`config.mk`:
```
export PLATFORM = sky130hd
export DESIGN_NAME = canpwr_ctrl
export DESIGN_NICKNAME = d
export VERILOG_FILES = /design/src/rtl/canpwr_pkg.sv /design/src/rtl/canpwr_rx_wake.sv /design/src/rtl/canpwr_fsm.sv /design/src/rtl/canpwr_gate.sv /design/src/rtl/canpwr_ctrl.sv
export SDC_FILE = /design/constraint.sdc
export NUM_CORES = 1
export LEC_CHECK = 0
export ABC_AREA = 0
export BUFFER_PORTS_ARGS = -buffer_cell sky130_fd_sc_hd__buf_2
export CELL_PAD_IN_SITES_DETAIL_PLACEMENT = 1
export CELL_PAD_IN_SITES_GLOBAL_PLACEMENT = 1
export CORE_MARGIN = 8
export CORE_UTILIZATION = 34
export CTS_BUF_LIST = sky130_fd_sc_hd__clkbuf_8
export DETAILED_ROUTE_END_ITERATION = 10
export PLACE_DENSITY_LB_ADDON = 0.08
export SLEW_MARGIN = 10
export SYNTH_ARGS = -nofsm -noshare
export SYNTH_HDL_FRONTEND = slang
export SYNTH_SLANG_ARGS = --single-unit
```
`constraint.sdc`:
```
create_clock -name clk -period 2.2 [get_ports clk]
set_input_delay 0 -clock clk [delete_from_list [all_inputs] [get_ports clk]]
set_output_delay 0 -clock clk [all_outputs]
set_load 0.005 [all_outputs]
```
`src/rtl/canpwr_pkg.sv`:
```
package canpwr_pkg;

   typedef enum logic [1:0] {
      PS_RUN   = 2'b00,
      PS_SLEEP = 2'b01,
      PS_STOP  = 2'b11
   } pstate_e;

   localparam logic [1:0] MC_RUN   = 2'b00;
   localparam logic [1:0] MC_SLEEP = 2'b01;
   localparam logic [1:0] MC_BAD   = 2'b10;
   localparam logic [1:0] MC_STOP  = 2'b11;

endpackage

```
`src/rtl/canpwr_rx_wake.sv`:
```
module canpwr_rx_wake #(
   parameter int   SYNC_STAGES   = 2,
   parameter bit   WAKE_ANY_EDGE = 1'b1,
   parameter logic IDLE_LEVEL    = 1'b1
) (
   input  logic clk,
   input  logic rst_n,
   input  logic rxd,
   output logic edge_o
);

   localparam int LAST = SYNC_STAGES - 1;

   generate
      if (SYNC_STAGES < 2) begin : g_bad_sync
         $error("canpwr_rx_wake: SYNC_STAGES must be at least 2");
      end
   endgenerate

   logic [LAST:0] sync_q;
   logic          prev_q;

   generate
      for (genvar i = 0; i < SYNC_STAGES; i++) begin : g_sync
         if (i == 0) begin : g_first
            always_ff @(posedge clk or negedge rst_n) begin
               if (!rst_n) sync_q[0] <= IDLE_LEVEL;
               else        sync_q[0] <= rxd;
            end
         end else begin : g_next
            always_ff @(posedge clk or negedge rst_n) begin
               if (!rst_n) sync_q[i] <= IDLE_LEVEL;
               else        sync_q[i] <= sync_q[i-1];
            end
         end
      end
   endgenerate

   always_ff @(posedge clk or negedge rst_n) begin
      if (!rst_n) prev_q <= IDLE_LEVEL;
      else        prev_q <= sync_q[LAST];
   end

   generate
      if (WAKE_ANY_EDGE) begin : g_any
         assign edge_o = sync_q[LAST] ^ prev_q;
      end else begin : g_fall
         assign edge_o = prev_q & ~sync_q[LAST];
      end
   endgenerate

endmodule

```
`src/rtl/canpwr_fsm.sv`:
```
module canpwr_fsm
   import canpwr_pkg::*;
(
   input  logic       clk,
   input  logic       rst_n,
   input  logic       wake_i,
   input  logic       mode_wr,
   input  logic [1:0] mode_wdata,
   input  logic       init_req,
   output pstate_e    state_o,
   output logic [1:0] field_o,
   output logic       ign_o,
   output logic       stop_entry_o
);

   pstate_e    state_q, state_d;
   logic [1:0] field_q, field_d;
   logic       ign_q, ign_d;

   always_comb begin
      state_d = state_q;
      field_d = field_q;
      ign_d   = 1'b0;
      unique case (state_q)
         PS_RUN: begin
            if (mode_wr) begin
               if (mode_wdata == MC_RUN) begin
                  field_d = MC_RUN;
               end else if (mode_wdata == MC_SLEEP) begin
                  state_d = PS_SLEEP;
                  field_d = MC_SLEEP;
               end else begin
                  ign_d = 1'b1;
               end
            end
         end
         PS_SLEEP: begin
            if (wake_i) begin
               state_d = PS_RUN;
               if (mode_wr) begin
                  if (mode_wdata == MC_RUN) field_d = MC_RUN;
                  else                      ign_d   = 1'b1;
               end
            end else if (mode_wr) begin
               if (mode_wdata == MC_RUN) begin
                  state_d = PS_RUN;
                  field_d = MC_RUN;
               end else if (mode_wdata == MC_STOP) begin
                  state_d = PS_STOP;
                  field_d = MC_STOP;
               end else if (mode_wdata == MC_BAD) begin
                  ign_d = 1'b1;
               end
            end
         end
         PS_STOP: begin
            if (mode_wr) begin
               if (mode_wdata == MC_SLEEP) begin
                  state_d = PS_SLEEP;
                  field_d = MC_SLEEP;
               end else begin
                  ign_d = 1'b1;
               end
            end
         end
         default: begin
            state_d = PS_RUN;
            field_d = MC_RUN;
         end
      endcase
      if (init_req && (state_q != PS_RUN)) ign_d = 1'b1;
   end

   always_ff @(posedge clk or negedge rst_n) begin
      if (!rst_n) begin
         state_q <= PS_RUN;
         field_q <= MC_RUN;
         ign_q   <= 1'b0;
      end else begin
         state_q <= state_d;
         field_q <= field_d;
         ign_q   <= ign_d;
      end
   end

   assign state_o      = state_q;
   assign field_o      = field_q;
   assign ign_o        = ign_q;
   assign stop_entry_o = (state_d == PS_STOP) && (state_q != PS_STOP);

   // stop is entered only from sleep
   a_r3_stop_from_sleep: assert property (@(posedge clk) disable iff (!rst_n)
      ((state_q == PS_STOP) && ($past(state_q) != PS_STOP)) |-> ($past(state_q) == PS_SLEEP));

   // stop is left only into sleep
   a_r4_stop_exit_to_sleep: assert property (@(posedge clk) disable iff (!rst_n)
      (($past(state_q) == PS_STOP) && (state_q != PS_STOP)) |-> (state_q == PS_SLEEP));

   // a refused request leaves the stored code unchanged
   a_r3_ignore_keeps_field: assert property (@(posedge clk) disable iff (!rst_n)
      ign_q |-> $stable(field_q));

   // a pin change seen in sleep ends sleep
   a_r9_wake_exits_sleep: assert property (@(posedge clk) disable iff (!rst_n)
      ((state_q == PS_SLEEP) && wake_i) |=> (state_q == PS_RUN));

endmodule

```
`src/rtl/canpwr_gate.sv`:
```
module canpwr_gate
   import canpwr_pkg::*;
#(
   parameter int AW      = 8,
   parameter int NUM_PTR = 4,
   parameter logic [NUM_PTR*AW-1:0] PTR_ADDRS = '0
) (
   input  logic          clk,
   input  logic          rst_n,
   input  pstate_e       state_i,
   input  logic          stop_entry_i,
   input  logic          reg_wr,
   input  logic          rd_en,
   input  logic [AW-1:0] rd_addr,
   input  logic          buf_req,
   input  logic          tx_req,
   input  logic          init_req,
   input  logic          bufon_set,
   output logic          clk_en,
   output logic          reg_wr_grant,
   output logic          rd_grant,
   output logic          buf_grant,
   output logic          tx_go,
   output logic          init_go,
   output logic          bufon
);

   generate
      if (NUM_PTR < 1) begin : g_bad_ptr
         $error("canpwr_gate: NUM_PTR must be at least 1");
      end
   endgenerate

   logic [NUM_PTR-1:0] ptr_hit;
   logic               stopped, running, bufon_q;

   generate
      for (genvar p = 0; p < NUM_PTR; p++) begin : g_ptr
         assign ptr_hit[p] = (rd_addr == PTR_ADDRS[p*AW +: AW]);
      end
   endgenerate

   assign stopped      = (state_i == PS_STOP);
   assign running      = (state_i == PS_RUN);
   assign clk_en       = !stopped;
   assign reg_wr_grant = reg_wr && !stopped;
   assign buf_grant    = buf_req && !stopped;
   assign rd_grant     = rd_en && !(stopped && (|ptr_hit));
   assign tx_go        = tx_req && running;
   assign init_go      = init_req && running;

   always_ff @(posedge clk or negedge rst_n) begin
      if (!rst_n)                     bufon_q <= 1'b0;
      else if (stop_entry_i)          bufon_q <= 1'b0;
      else if (bufon_set && !stopped) bufon_q <= 1'b1;
   end

   assign bufon = bufon_q;

   // the buffer-access flag is low throughout stop
   a_r7_bufon_low_in_stop: assert property (@(posedge clk) disable iff (!rst_n)
      stopped |-> !bufon_q);

endmodule

```
`src/rtl/canpwr_ctrl.sv`:
```
module canpwr_ctrl
   import canpwr_pkg::*;
#(
   parameter int   AW            = 8,
   parameter int   NUM_PTR       = 4,
   parameter logic [NUM_PTR*AW-1:0] PTR_ADDRS = {8'h2A, 8'h28, 8'h26, 8'h24},
   parameter int   SYNC_STAGES   = 2,
   parameter bit   WAKE_ANY_EDGE = 1'b1
) (
   input  logic          clk,
   input  logic          rst_n,
   input  logic          rxd,
   input  logic          mode_wr,
   input  logic [1:0]    mode_wdata,
   input  logic          reg_wr,
   input  logic          rd_en,
   input  logic [AW-1:0] rd_addr,
   input  logic          buf_req,
   input  logic          tx_req,
   input  logic          init_req,
   input  logic          bufon_set,
   output logic          clk_en,
   output logic [1:0]    pstate,
   output logic [1:0]    mode_field,
   output logic          req_ign,
   output logic          reg_wr_grant,
   output logic          rd_grant,
   output logic          buf_grant,
   output logic          tx_go,
   output logic          init_go,
   output logic          bufon
);

   logic    wake;
   logic    stop_entry;
   pstate_e state;

   canpwr_rx_wake #(
      .SYNC_STAGES  (SYNC_STAGES),
      .WAKE_ANY_EDGE(WAKE_ANY_EDGE),
      .IDLE_LEVEL   (1'b1)
   ) u_wake (
      .clk   (clk),
      .rst_n (rst_n),
      .rxd   (rxd),
      .edge_o(wake)
   );

   canpwr_fsm u_fsm (
      .clk         (clk),
      .rst_n       (rst_n),
      .wake_i      (wake),
      .mode_wr     (mode_wr),
      .mode_wdata  (mode_wdata),
      .init_req    (init_req),
      .state_o     (state),
      .field_o     (mode_field),
      .ign_o       (req_ign),
      .stop_entry_o(stop_entry)
   );

   canpwr_gate #(
      .AW       (AW),
      .NUM_PTR  (NUM_PTR),
      .PTR_ADDRS(PTR_ADDRS)
   ) u_gate (
      .clk         (clk),
      .rst_n       (rst_n),
      .state_i     (state),
      .stop_entry_i(stop_entry),
      .reg_wr      (reg_wr),
      .rd_en       (rd_en),
      .rd_addr     (rd_addr),
      .buf_req     (buf_req),
      .tx_req      (tx_req),
      .init_req    (init_req),
      .bufon_set   (bufon_set),
      .clk_en      (clk_en),
      .reg_wr_grant(reg_wr_grant),
      .rd_grant    (rd_grant),
      .buf_grant   (buf_grant),
      .tx_go       (tx_go),
      .init_go     (init_go),
      .bufon       (bufon)
   );

   assign pstate = state;

   // stop silences clock, transmission, buffer and register writes
   a_r5_stop_quiet: assert property (@(posedge clk) disable iff (!rst_n)
      (pstate == PS_STOP) |-> (!clk_en && !tx_go && !buf_grant && !reg_wr_grant));

   // initialization is accepted only in operating state
   a_r8_init_only_run: assert property (@(posedge clk) disable iff (!rst_n)
      init_go |-> (pstate == PS_RUN));

endmodule

```
==> results.py, run 1 <==
metrics = {
    "placed_design": {
        "place_area_um2": 843,
        "io_buffers": 30,
        "dp_hpwl_mm": 1.51,
        "routabilityCongestion": 0.704,
    },
    "yosys": {
        "syn_area_um2": 671,
        "synthCells": 71,
        "ys_warn_count": 0,
        "postSynthAreaPerCell_um2": 9.45,
        "syn-num-nets": 97,
        "synth.distinct_cells": 30,
        "synth-seq-cells": 9,
        "ys_seq_area_frac": 0.341,
    },
    "cells_and_area": {
        "fillCellCount": 225,
        "final_cell_mix": "buf_2, inv_1, ha_1, dfrtp_1, o21ai_0",
        "nNetsFinal": 131,
        "final_common_cell": "buf_2",
        "drive_gt1_frac": 0.365,
        "postLayoutCoreUtil": 0.478,
        "diodes": 0,
        "areaGrowthSynthToFinish_pct": 35.4,
        "finish.instance_area_um2": 908,
    },
    "cts": {
        "htree_levels": 1,
        "cts_root_buf": "clkbuf_8",
        "clock_latency_ns": 0.23,
        "cts-resized-gates": 0,
        "cts_inserted_buffers": 3,
        "clock-sinks": 9,
        "cts_tree": "built",
        "clk_pin_slew_ns": 0.04,
        "cts_buffer_depth": 2,
    },
    "drt": {
        "ant_nets": 0,
        "dr.first_iter.drc_count": 2,
        "dr_total_vias": 676,
        "vias_per_cell": 5.16,
        "wl_per_cell_um": 14.2,
        "drt_first_pass_iters": 2,
        "drt_wl_total_mm": 1.86,
        "drc_errors": 0,
    },
    "worst_setup_path": {
        "arrival_ns": 2.04,
        "cp.required_ns": 2.31,
        "endpoint_kind": "register",
        "start_kind": "register",
        "crit_type": "reg2reg",
        "path_max_fanout": 7,
    },
    "sta": {
        "slew_headroom": 0.744,
        "setup_viol": 0,
        "period_needed_ns": 1.93,
        "hold_viol_final": 0,
        "fin_tns_setup_ns": 0,
        "rsz0062_at_grt": "false",
        "timing.final.crit_share": 0.878,
        "max_slew.worst_pin.slew_ns": 0.382,
        "final.setup_skew_ns": 0.00350,
        "final_max_slew_viol_count": 0,
        "fmax_mhz": 518,
    },
    "pwr": {
        "ir_worst_vdd_mv": 0.724,
        "p_leak_nw": 0.420,
        "power_density_nw_per_um2": 814,
    },
    "die": {
        "die_x_um": 60.4,
        "start_util": 0.353,
        "fp.dieArea_um2": 3650,
        "io_pins": 32,
        "rows": 16,
        "core_um2": 1900,
        "dieHeight_um": 60.4,
    },
    "status": {
        "status": "completed",
    },
    "grt": {
        "grt_max_degree": 14,
        "grtUsageTotal": 0.107,
        "grt_pass1_vias": 669,
        "grt_pass1_wl_mm": 2.96,
        "grt_overflow_total": 0,
        "antenna_found_initial": 0,
    },
    "min_path": {
        "hold_class": "in2reg",
    },
    "flow_run": {
        "maxCapViolations": 0,
    },
}
## routing by layer
metal | global-route usage | part of all wire
met3 | 0.0360 | 0.091
met5 | 0 | 0
met2 | 0.163 | 0.43
met1 | 0.121 | 0.45
met4 | 0.0831 | 0.027
## through the flow
step	total power, mW	worst slack, ns	hold WS, ns	instances
after floorplan	0.440	0.443	-0.296	71
after global placement	0.557	0.293	-0.145	125
after detailed placement	0.563	0.258	-0.145	125
after CTS	0.754	0.251	0.0198	131
after global routing	0.803	0.128	0.0351	131
final	0.739	0.268	0.0150	131
## power breakdown
group          total, mW  internal [mW]  switching (mW)
Combinational      0.317          0.146           0.171
Clock              0.180          0.121          0.0591
Sequential         0.242          0.207          0.0345
Total              0.739          0.474           0.265
## cell type report
type	instances	area [um2]	area share
timing repair buffer	33	178	0.196
sequential	9	229	0.252
multi-input combinational	51	397	0.437
inverter	7	26.3	0.0289
tap	27	33.8	0.0372
clock buffer	3	41.3	0.0455
clock inverter	1	3.75	0.00413
## Yosys cell counts
library cell	number	area [um2]
a2111o_1	1	11.3
a211oi_1	3	22.5
a21boi_0	1	7.51
a21o_1	1	7.51
a21oi_1	4	20.0
a2bb2oi_1	1	8.76
a311oi_1	2	17.5
a31oi_1	2	12.5
a32o_1	1	10.0
and2_1	2	12.5
buf_2	3	15.0
clkbuf_1	1	3.75
dfrtp_1	6	150
dfstp_2	3	78.8
ha_1	6	75.1
inv_1	7	26.3
nand2_1	3	11.3
nand3_1	1	5.00
nand3b_1	1	7.51
nor2_1	4	15.0
nor2b_1	3	18.8
nor3_1	1	5.00
o21ai_0	5	25.0
o221ai_1	1	8.76
o22ai_1	1	6.26
o32a_1	1	10.0
o41a_1	2	22.5
or4b_1	2	20.0
xnor2_1	1	8.76
xnor2_4	1	27.5
## cell families (layout without fill, tap and decap cells)
| logic type | count (synthesis) | count (layout) | synth area share |
|---|---|---|---|
| flops | 9 | 9 | 0.341 |
| buf+inv | 11 | 44 | 0.0672 |
| simple gates | 17 | 17 | 0.142 |
| xor+xnor | 2 | 2 | 0.0541 |
| fa+ha+maj | 6 | 6 | 0.112 |
| compound gates | 26 | 26 | 0.284 |
## path summary, 6_finish.rpt
check                      slack, ns  cells past startpoint          endpoint              from
min                             0.02                      2       u_fsm.ign_o          init_req
max                             0.27                      6      u_gate.bufon  u_fsm.state_o[0]
min in group asynchronous       0.14                      2      u_gate.bufon             rst_n
max reg2reg                     0.27                      6      u_gate.bufon  u_fsm.state_o[0]
max in group asynchronous       1.82                      2  u_wake.sync_q[0]             rst_n
min reg2reg                     0.35                      0  u_wake.sync_q[1]  u_wake.sync_q[0]
## flip-flops by register name, indices dropped and copies added, names as in the netlist
signal	flops
u_wake.prev_q	1
u_fsm.field_o	2
u_fsm.ign_o	1
u_gate.bufon	1
u_wake.sync_q	2
u_fsm.state_o	2
## timing repair
item                                   in CTS  in global routing
setup buffers                               0                  0
hold buffers                                2                  0
endpoints found under the hold margin      10                  0
## worst max-delay path: stages (launching register included)
cell	delay [ns]
dfrtp_1	0.44
inv_1	0.18
ha_1	0.29
or4b_1	0.15
a21oi_1	0.06
a2111o_1	0.37
o41a_1	0.32
No activity file was read; power rests on OpenSTA's default activity.
==> run 2, diff against run 1 <==
--- a/config.mk
+++ b/config.mk
@@ -14,6 +14,7 @@
 export CTS_BUF_LIST = sky130_fd_sc_hd__clkbuf_8
 export DETAILED_ROUTE_END_ITERATION = 10
 export PLACE_DENSITY_LB_ADDON = 0.08
+export RECOVER_POWER = 25
 export SLEW_MARGIN = 10
 export SYNTH_ARGS = -nofsm -noshare
 export SYNTH_HDL_FRONTEND = slang
==> run 2 against run 1 <==
Non-clock buffer count is the same. Critical path depth is the same. Combinational power is essentially flat. Worst setup slack is the same. Via count is the same. Die area is the same. Clock skew is the same. Clock-buffer cell count is the same. Largest cell class unchanged. Highest routed layer unchanged.
==> results.py, run 2 (synthesized netlist as in run 1, its figures left out) <==
metrics = {
    "cts": {
        "cts-resized-gates": 0,
        "htree_levels": 1,
        "clock-sinks": 9,
        "cts_tree": "built",
        "post_cts_buffers": 0,
        "clock_latency_ns": 0.23,
        "cts_root_buf": "clkbuf_8",
        "cts_inserted_buffers": 3,
        "cts-hold-fix-buffers": 2,
        "cts_buffer_depth": 2,
        "clk_pin_slew_ns": 0.04,
    },
    "grt": {
        "grt_overflow_total": 0,
        "grtUsageMet2": 0.163,
        "grtUsageMet3": 0.0360,
        "grtUsageTotal": 0.107,
        "grt_pass1_wl_mm": 2.96,
        "grt_max_degree": 14,
        "grt_most_used_layer": "met2",
        "grt_pass1_vias": 669,
        "antenna_found_initial": 0,
        "met1_usage": 0.121,
    },
    "sta": {
        "hold_viol_final": 0,
        "final_max_slew_viol_count": 0,
        "slew_headroom": 0.697,
        "final.setup_skew_ns": 0.00350,
        "rsz0062_at_grt": "false",
        "timing.final.crit_share": 0.878,
        "fmax_mhz": 518,
        "fin_ws_ns": 0.268,
        "fin_tns_setup_ns": 0,
        "setup_viol": 0,
        "max_slew.worst_pin.slew_ns": 0.455,
        "period_needed_ns": 1.93,
    },
    "worst_setup_path": {
        "start_kind": "register",
        "cpPeakStageDelay_ns": 0.44,
        "r2r_end": "u_gate.bufon",
        "path_max_fanout": 7,
        "crit_chain": "inv_1 -> ha_1 -> or4b_1 -> a21oi_1 -> a2111o_1 -> o41a_1",
        "path_depth": 6,
        "crit_slowest_cell": "dfrtp_1",
        "r2r_slack_ns": 0.27,
        "r2r-start": "u_fsm.state_o[0]",
        "endpoint_kind": "register",
        "arrival_ns": 2.04,
        "path_buf_inv": 1,
        "crit_type": "reg2reg",
        "cp-startpoint": "u_fsm.state_o[0]",
        "reg2reg_depth": 6,
        "cp.required_ns": 2.31,
        "cp_top_family": "compound AO/OA/AOI/OAI gates",
    },
    "placed_design": {
        "dp_hpwl_mm": 1.51,
        "pre_cts_slack_ns": 0.258,
        "routabilityCongestion": 0.704,
        "io_buffers": 30,
    },
    "cells_and_area": {
        "final_cell_mix": "buf_2, inv_1, ha_1, dfrtp_1, o21ai_0",
        "drive_gt1_frac": 0.356,
        "final_common_cell": "buf_2",
        "nNetsFinal": 131,
        "diodes": 0,
        "areaGrowthSynthToFinish_pct": 35.3,
        "fillCellCount": 225,
    },
    "drt": {
        "dr.first_iter.drc_count": 2,
        "wl_per_cell_um": 14.2,
        "drt_first_pass_iters": 2,
        "drt_wl_total_mm": 1.86,
        "dr_total_vias": 676,
        "drc_errors": 0,
        "ant_nets": 0,
        "vias_per_cell": 5.16,
    },
    "flow_run": {
        "maxCapViolations": 0,
    },
    "die": {
        "start_util": 0.353,
        "io_pins": 32,
        "die_x_um": 60.4,
        "dieHeight_um": 60.4,
        "fp.dieArea_um2": 3650,
        "rows": 16,
        "core_um2": 1900,
    },
    "min_path": {
        "holdPathStages": 2,
        "whs_endpoint": "u_fsm.ign_o",
        "hold_class": "in2reg",
        "min_from": "init_req",
    },
    "pwr": {
        "ir_worst_vdd_mv": 0.724,
        "p_leak_nw": 0.418,
        "power_density_nw_per_um2": 815,
    },
    "status": {
        "status": "completed",
    },
}
-- run 2: changes by cell type in the layout (fill, tap and decap cells not counted) --
cell and change:
clkbuf_1 +1, buf_2 -1
-- run 2: final cells by class --
cell class / instances / area [um2] / area share
Inverter: 7 / 26.3 / 0.0290
Timing Repair Buffer: 33 / 176 / 0.194
Tap cell: 27 / 33.8 / 0.0372
Sequential cell: 9 / 229 / 0.252
Multi-Input combinational cell: 51 / 397 / 0.437
Clock buffer: 3 / 41.3 / 0.0455
Clock inverter: 1 / 3.75 / 0.00414
-- run 2: how the worst max path moves through the flow --
stage | slack (ns) | to
floorplan | 0.44 | u_gate.bufon
global placement | 0.29 | u_gate.bufon
detailed placement | 0.26 | u_gate.bufon
CTS | 0.25 | u_gate.bufon
global route | 0.13 | u_gate.bufon
finish | 0.27 | u_gate.bufon
-- run 2: metrics by stage --
step           total power [mW]   util  hold slack (ns)  instances  area, um2
2_1_floorplan             0.440      -           -0.296         71        671
3_3_place_gp              0.557  0.443           -0.145        125        843
3_5_place_dp              0.563  0.443           -0.145        125        843
4_1_cts                   0.754  0.478           0.0198        131        908
5_1_grt                   0.803  0.477           0.0351        131        907
6_report                  0.739  0.477           0.0150        131        907
-- run 2: per-layer routing --
layer	vias up	share of wire
li1	325	-
met1	322	0.45
met2	25	0.43
met3	4	0.091
met4	0	0.027
met5	-	0
-- run 2: report_power, final --
group / total, mW / switching [mW] / internal (mW)
clock network: 0.180 / 0.0591 / 0.121
logic: 0.317 / 0.172 / 0.146
registers: 0.242 / 0.0345 / 0.207
total: 0.739 / 0.265 / 0.474
